### config.mk
export PLATFORM = sky130hd
export DESIGN_NAME = coinc_trig_matrix
export DESIGN_NICKNAME = d
export VERILOG_FILES = /design/src/rtl/coinc_trig_pkg.sv /design/src/rtl/coinc_line_count.sv /design/src/rtl/coinc_group_cell.sv /design/src/rtl/coinc_trig_matrix.sv
export SDC_FILE = /design/constraint.sdc
export NUM_CORES = 2
export LEC_CHECK = 0
export BUFFER_PORTS_ARGS = -buffer_cell sky130_fd_sc_hd__buf_2
export CAP_MARGIN = 20
export CORE_AREA = 2 2 368 552
export CTS_BUF_LIST = sky130_fd_sc_hd__clkbuf_4
export DETAILED_ROUTE_END_ITERATION = 7
export DIE_AREA = 0 0 370 554
export GPL_TIMING_DRIVEN = 0
export HOLD_SLACK_MARGIN = 0.08
export PLACE_DENSITY = 0.47
export SYNTH_ARGS = -nofsm -noshare
export SYNTH_HDL_FRONTEND = slang
export SYNTH_SLANG_ARGS = --single-unit
### constraint.sdc
create_clock -name clk -period 15 [get_ports clk]
set_clock_uncertainty 0.15 [all_clocks]
set_input_delay 2.25 -clock clk [delete_from_list [all_inputs] [get_ports clk]]
set_output_delay 2.25 -clock clk [all_outputs]
set_load 0.02 [all_outputs]
### src/rtl/coinc_trig_pkg.sv
package coinc_trig_pkg;
  typedef enum logic {
    GRP_MULT = 1'b0,
    GRP_PICK = 1'b1
  } grp_mode_e;

  localparam int unsigned NUM_SRC = 3;  // local, left, right
endpackage

### src/rtl/coinc_line_count.sv
module coinc_line_count #(
  parameter int unsigned LINES = 16,
  parameter int unsigned CNT_W = $clog2(LINES + 1)
) (
  input  logic [LINES-1:0] lines,
  input  logic [LINES-1:0] enable,
  output logic [CNT_W-1:0] count
);
  logic [LINES-1:0] hits;

  assign hits = lines & enable;

  always_comb begin
    count = '0;
    for (int i = 0; i < LINES; i++) begin
      count = count + CNT_W'(hits[i]);
    end
  end
endmodule

### src/rtl/coinc_group_cell.sv
module coinc_group_cell
  import coinc_trig_pkg::*;
#(
  parameter int unsigned LINES = 16,
  parameter int unsigned THR_W = 3,
  localparam int unsigned SEL_W  = $clog2(LINES),
  localparam int unsigned CNT_W  = $clog2(LINES + 1),
  localparam int unsigned MASK_W = NUM_SRC * LINES,
  localparam int unsigned THRS_W = NUM_SRC * THR_W,
  localparam int unsigned SELS_W = NUM_SRC * SEL_W
) (
  input  logic              clk,
  input  logic              rst,
  input  logic [MASK_W-1:0] bus_all,
  input  logic              wr_en,
  input  logic              wr_mode,
  input  logic [MASK_W-1:0] wr_mask,
  input  logic [THRS_W-1:0] wr_thr,
  input  logic [SELS_W-1:0] wr_sel,
  output logic              fire_q,
  output logic              mode_q,
  output logic [THRS_W-1:0] thr_q
);
  grp_mode_e         mode_r;
  logic [MASK_W-1:0] mask_r;
  logic [THRS_W-1:0] thr_r;
  logic [SELS_W-1:0] sel_r;
  logic [NUM_SRC-1:0] src_pass;
  logic [NUM_SRC-1:0] src_pick;
  logic               fire_d;

  // settings registers: reset leaves the group unable to fire
  always_ff @(posedge clk) begin
    if (rst) begin
      mode_r <= GRP_MULT;
      mask_r <= '0;
      thr_r  <= '1;
      sel_r  <= '0;
    end else if (wr_en) begin
      mode_r <= grp_mode_e'(wr_mode);
      mask_r <= wr_mask;
      thr_r  <= wr_thr;
      sel_r  <= wr_sel;
    end
  end

  for (genvar s = 0; s < NUM_SRC; s++) begin : g_src
    logic [LINES-1:0] line_v;
    logic [CNT_W-1:0] cnt;
    logic [THR_W-1:0] min_v;
    logic [SEL_W-1:0] pick_idx;

    assign line_v   = bus_all[s*LINES +: LINES];
    assign min_v    = thr_r[s*THR_W +: THR_W];
    assign pick_idx = sel_r[s*SEL_W +: SEL_W];

    coinc_line_count #(
      .LINES(LINES),
      .CNT_W(CNT_W)
    ) u_cnt (
      .lines (line_v),
      .enable(mask_r[s*LINES +: LINES]),
      .count (cnt)
    );

    assign src_pass[s] = (cnt >= CNT_W'(min_v));
    assign src_pick[s] = line_v[pick_idx];
  end

  assign fire_d = (mode_r == GRP_PICK) ? (&src_pick) : (&src_pass);

  always_ff @(posedge clk) begin
    if (rst) fire_q <= 1'b0;
    else     fire_q <= fire_d;
  end

  assign mode_q = (mode_r == GRP_PICK);
  assign thr_q  = thr_r;
endmodule

### src/rtl/coinc_trig_matrix.sv
module coinc_trig_matrix
  import coinc_trig_pkg::*;
#(
  parameter int unsigned LINES  = 16,
  parameter int unsigned GROUPS = 16,
  parameter int unsigned THR_W  = 3,
  localparam int unsigned SEL_W  = $clog2(LINES),
  localparam int unsigned GID_W  = $clog2(GROUPS),
  localparam int unsigned MASK_W = NUM_SRC * LINES,
  localparam int unsigned THRS_W = NUM_SRC * THR_W,
  localparam int unsigned SELS_W = NUM_SRC * SEL_W
) (
  input  logic              clk,
  input  logic              rst,
  input  logic [LINES-1:0]  trig_local,
  input  logic [LINES-1:0]  trig_left,
  input  logic [LINES-1:0]  trig_right,
  input  logic              cfg_we,
  input  logic [GID_W-1:0]  cfg_grp,
  input  logic              cfg_mode,
  input  logic [MASK_W-1:0] cfg_mask,
  input  logic [THRS_W-1:0] cfg_thr,
  input  logic [SELS_W-1:0] cfg_sel,
  output logic [GROUPS-1:0] grp_trig
);
  logic [MASK_W-1:0]        bus_all;
  logic [GROUPS-1:0]        grp_mode;
  logic [GROUPS*THRS_W-1:0] grp_thr;

  assign bus_all = {trig_right, trig_left, trig_local};

  for (genvar g = 0; g < GROUPS; g++) begin : g_grp
    logic sel_me;
    assign sel_me = cfg_we && (cfg_grp == GID_W'(g));

    coinc_group_cell #(
      .LINES(LINES),
      .THR_W(THR_W)
    ) u_cell (
      .clk    (clk),
      .rst    (rst),
      .bus_all(bus_all),
      .wr_en  (sel_me),
      .wr_mode(cfg_mode),
      .wr_mask(cfg_mask),
      .wr_thr (cfg_thr),
      .wr_sel (cfg_sel),
      .fire_q (grp_trig[g]),
      .mode_q (grp_mode[g]),
      .thr_q  (grp_thr[g*THRS_W +: THRS_W])
    );
  end
endmodule

==> reports/metrics.yaml <==
cts:
  cts_sinks: 1136
  cts_tree: "done"
  clock_latency_ps: 1200
  cts_inserted_buffers: 314
  cts_buffer_depth: 4
  clkSlewWorstSetupHoldPaths_ps: 70
  ctsResizeCount: 0
  cts-root-buf: "clkbuf_4"
  htreeDepth: 5
  postCtsSetupRepairBufs: 0
  cts_hold_buf: 0
worst_setup_path:
  r2r_end: "g_grp[13].u_cell.fire_q$_SDFF_PP0_"
  crit_top_cell: "fa_1"
  r2r_setup_slack_ps: 9500
  path_cells: "buf_2, clkbuf_1, buf_2, buf_1, nand2_1, fa_1, fa_1, fa_1, inv_1, fa_1, ha_1, fa_1, xor2_1, ha_1, inv_1, o221ai_1, nand4_1, o31ai_1"
  worst-r2r-cell-count: 15
  end_kind: "flop"
  critPathRequiredTime_ps: 15910
  r2r_start: "g_grp[13].u_cell.mask_r[31]$_SDFFE_PP0P_"
  crit_arrival_ps: 9460
  cp_slowest_stage_delay_ps: 770
  crit_type: "input pin to flop"
  path_max_fanout: 10
  cpMaxStageDelayCell: "buf_2"
  critPathLaunchType: "input pin"
timing:
  finalCriticalPeriod_ps: 8550
  finalCritPeriodShare: 0.570
  setup_ws_ps: 6450
  slew_violations: 0
  max_freq_ghz: 0.117
  worst_slew_pin_slew_ps: 1280
  setup-tns-final_ps: 0
  setup_viol: 0
  hold_violations: 0
  max_slew_margin: 0.148
  rsz0062_at_grt: "no"
floorplanning:
  fp.dieH_um: 554
  core_sq_mm: 0.200
  ios: 141
  dieArea_sq_mm: 0.205
  die-width_um: 370
  rows: 201
  initial_core_util: 0.349
finish:
  layout.cells.most_common: "nand2_1"
  drive_gt1_frac: 0.111
  syn2layout_area_growth_pct: 11.6
  layout.nets: 9634
  final_cell_mix: "nand2_1, dfxtp_1, a21oi_1, inv_1, and2_1"
worst_hold_path:
  hold_class: "flop to flop"
  min_path_cells: 2
  min_to: "g_grp[13].u_cell.mask_r[22]$_SDFFE_PP0P_"
  min_from: "g_grp[13].u_cell.mask_r[22]$_SDFFE_PP0P_"
yosys:
  synth-edff-count: 0
  yosysTopAreaCell: "dfxtp_1"
  ys_seq_area_frac: 0.326
  netlist_area_sq_mm: 0.0697
  synth_top_area_frac: 0.326
  synthCells: 8237
  ys.warnings.count: 0
  ys_ff_latch: 1136
  synthArstFlopShare: 0
  syn_nets: 9226
  ys.flop_type: "dfxtp_1"
  yosysUniqueCellTypes: 62
  syn-mean-instance-area_sq_um: 8.47
  synth.area.top_cells: "dfxtp_1, fa_1, nand2_1"
global_route:
  first_global_vias: 59000
  met3_usage: 0.0685
  grt_first_pass_wirelength_um: 423000
  grtUsageMet1: 0.310
  grt_remaining_overflow: 0
  grt_busiest_layer: "met2"
  use_met2: 0.503
  grt_antenna_before_repair: 50
  gr-usage-all-layers: 0.289
  grt_max_degree: 13
power:
  p_clk_frac: 0.438
  p_sw_uw: 2030
  peakVddDrop_uv: 54.6
  combPwrFrac: 0.107
  netSwitchingFraction: 0.299
  pwr_density_cell_mw_per_mm2: 87.1
  p_int_uw: 4750
  leakagePower_uw: 0.0323
  seq_power_share: 0.455
routing:
  drc: 2
  wirelength_um: 299000
  vias: 59900
  first_iter_violations: 4577
  drt-pass1-iter-count: 8
  wl_per_cell_um: 25.9
  antenna_left: 0
  avgViaCountPerCell: 5.19
placement:
  routabilityCongestion: 0.987
  place_ws_ps: 5260
  port_buffers: 67
  place_hpwl_um: 237000
outcome:
  status: "finished with violations"
  violations: "DRC"
flow_run:
  drv_cap: 0
kinds of logic after synthesis:
kind of cell	count (synthesis)	share of synthesized area
and+or+nand+nor	3263	0.206
AOI/OAI and AO/OA	1335	0.107
buffers and inverters	1307	0.0743
DFF	1136	0.326
adders and majority gates	864	0.207
muxes	284	0.0746
xor gates and xnor gates	48	0.00603
worst max-delay path, delay by kind of cell:
family / cells / cell delay [ps]
fa+ha+maj: 7 / 3030
buf+inv: 6 / 2370
compound gates: 2 / 840
simple gates: 2 / 760
xor+xnor: 1 / 160
synthesized netlist by cell type (9+ instances only):
cell / count
buf_1: 29
buf_2: 129
o21ai_0: 29
a211oi_1: 10
mux2i_1: 77
nand3_1: 44
a21o_1: 50
a211o_1: 25
nand4_1: 14
nand2_1: 2415
buf_4: 30
a21oi_1: 1049
nor4_1: 10
nand2b_1: 66
and2_1: 528
mux4_2: 184
fa_1: 480
o221ai_1: 24
nor2_1: 56
nor2b_1: 38
and4b_1: 16
ha_1: 384
nor3_1: 11
a22oi_1: 9
nand3b_1: 16
nor3b_1: 18
dfxtp_1: 1136
clkbuf_1: 497
o211ai_1: 77
mux2_2: 21
inv_1: 618
xor2_1: 48
o41ai_1: 9
per-stage QoR:
step | hold WS, ps | util | cell area [sq um] | cells | total power (uW)
after detailed placement | 292 | 0.369 | 73800 | 11000 | 3860
after global routing | 312 | 0.389 | 77800 | 11500 | 7030
after CTS | 297 | 0.389 | 77700 | 11500 | 6830
after floorplan | 282 | - | 69700 | 8237 | 3500
final | 298 | 0.389 | 77800 | 11500 | 6780
after global placement | 286 | 0.367 | 73400 | 10900 | 3840
final cells by class:
| type | count | area, sq um |
|---|---|---|
| Antenna cell | 38 | 95.1 |
| Buffer | 688 | 2890 |
| Clock buffer | 463 | 3480 |
| Clock inverter | 67 | 422 |
| Fill cell | 20800 | 122000 |
| Inverter | 619 | 2320 |
| Multi-Input combinational cell | 5794 | 41800 |
| Sequential cell | 1136 | 22700 |
| Tap cell | 2639 | 3300 |
| Timing Repair Buffer | 92 | 733 |
per-layer routing:
| metal | share of wire | vias up |
|---|---|---|
| li1 | - | 27600 |
| met1 | 0.36 | 29000 |
| met2 | 0.50 | 2387 |
| met3 | 0.066 | 958 |
| met4 | 0.073 | 48 |
| met5 | 0.00098 | - |
power groups by stage:
stage	combinational (uW)	sequential, uW	clock (uW)
after floorplan	361	3140	0
after global placement	693	3150	0
after detailed placement	709	3150	0
after CTS	713	3080	3040
after global routing	761	3090	3180
final	724	3080	2970
registers in the layout (all words and copies together), names as in the netlist:
| signal | cells |
|---|---|
| g_grp.u_cell.sel_r | 192 |
| g_grp.u_cell.fire_q | 16 |
| g_grp.u_cell.thr_q | 144 |
| g_grp.u_cell.mask_r | 768 |
| g_grp.u_cell.mode_q | 16 |
worst max path at each step:
stage                  from                                  to  slack (ps)
6_report       trig_left[5]  g_grp[13].u_cell.fire_q$_SDFF_PP0_        6450
5_1_grt        trig_left[5]  g_grp[13].u_cell.fire_q$_SDFF_PP0_        6330
3_5_place_dp   trig_left[5]  g_grp[13].u_cell.fire_q$_SDFF_PP0_        5260
3_3_place_gp   trig_left[7]   g_grp[3].u_cell.fire_q$_SDFF_PP0_        4270
2_1_floorplan  trig_left[5]   g_grp[3].u_cell.fire_q$_SDFF_PP0_        8050
4_1_cts        trig_left[5]  g_grp[13].u_cell.fire_q$_SDFF_PP0_        6500
Note: power is estimated with default switching activity, not from simulation.
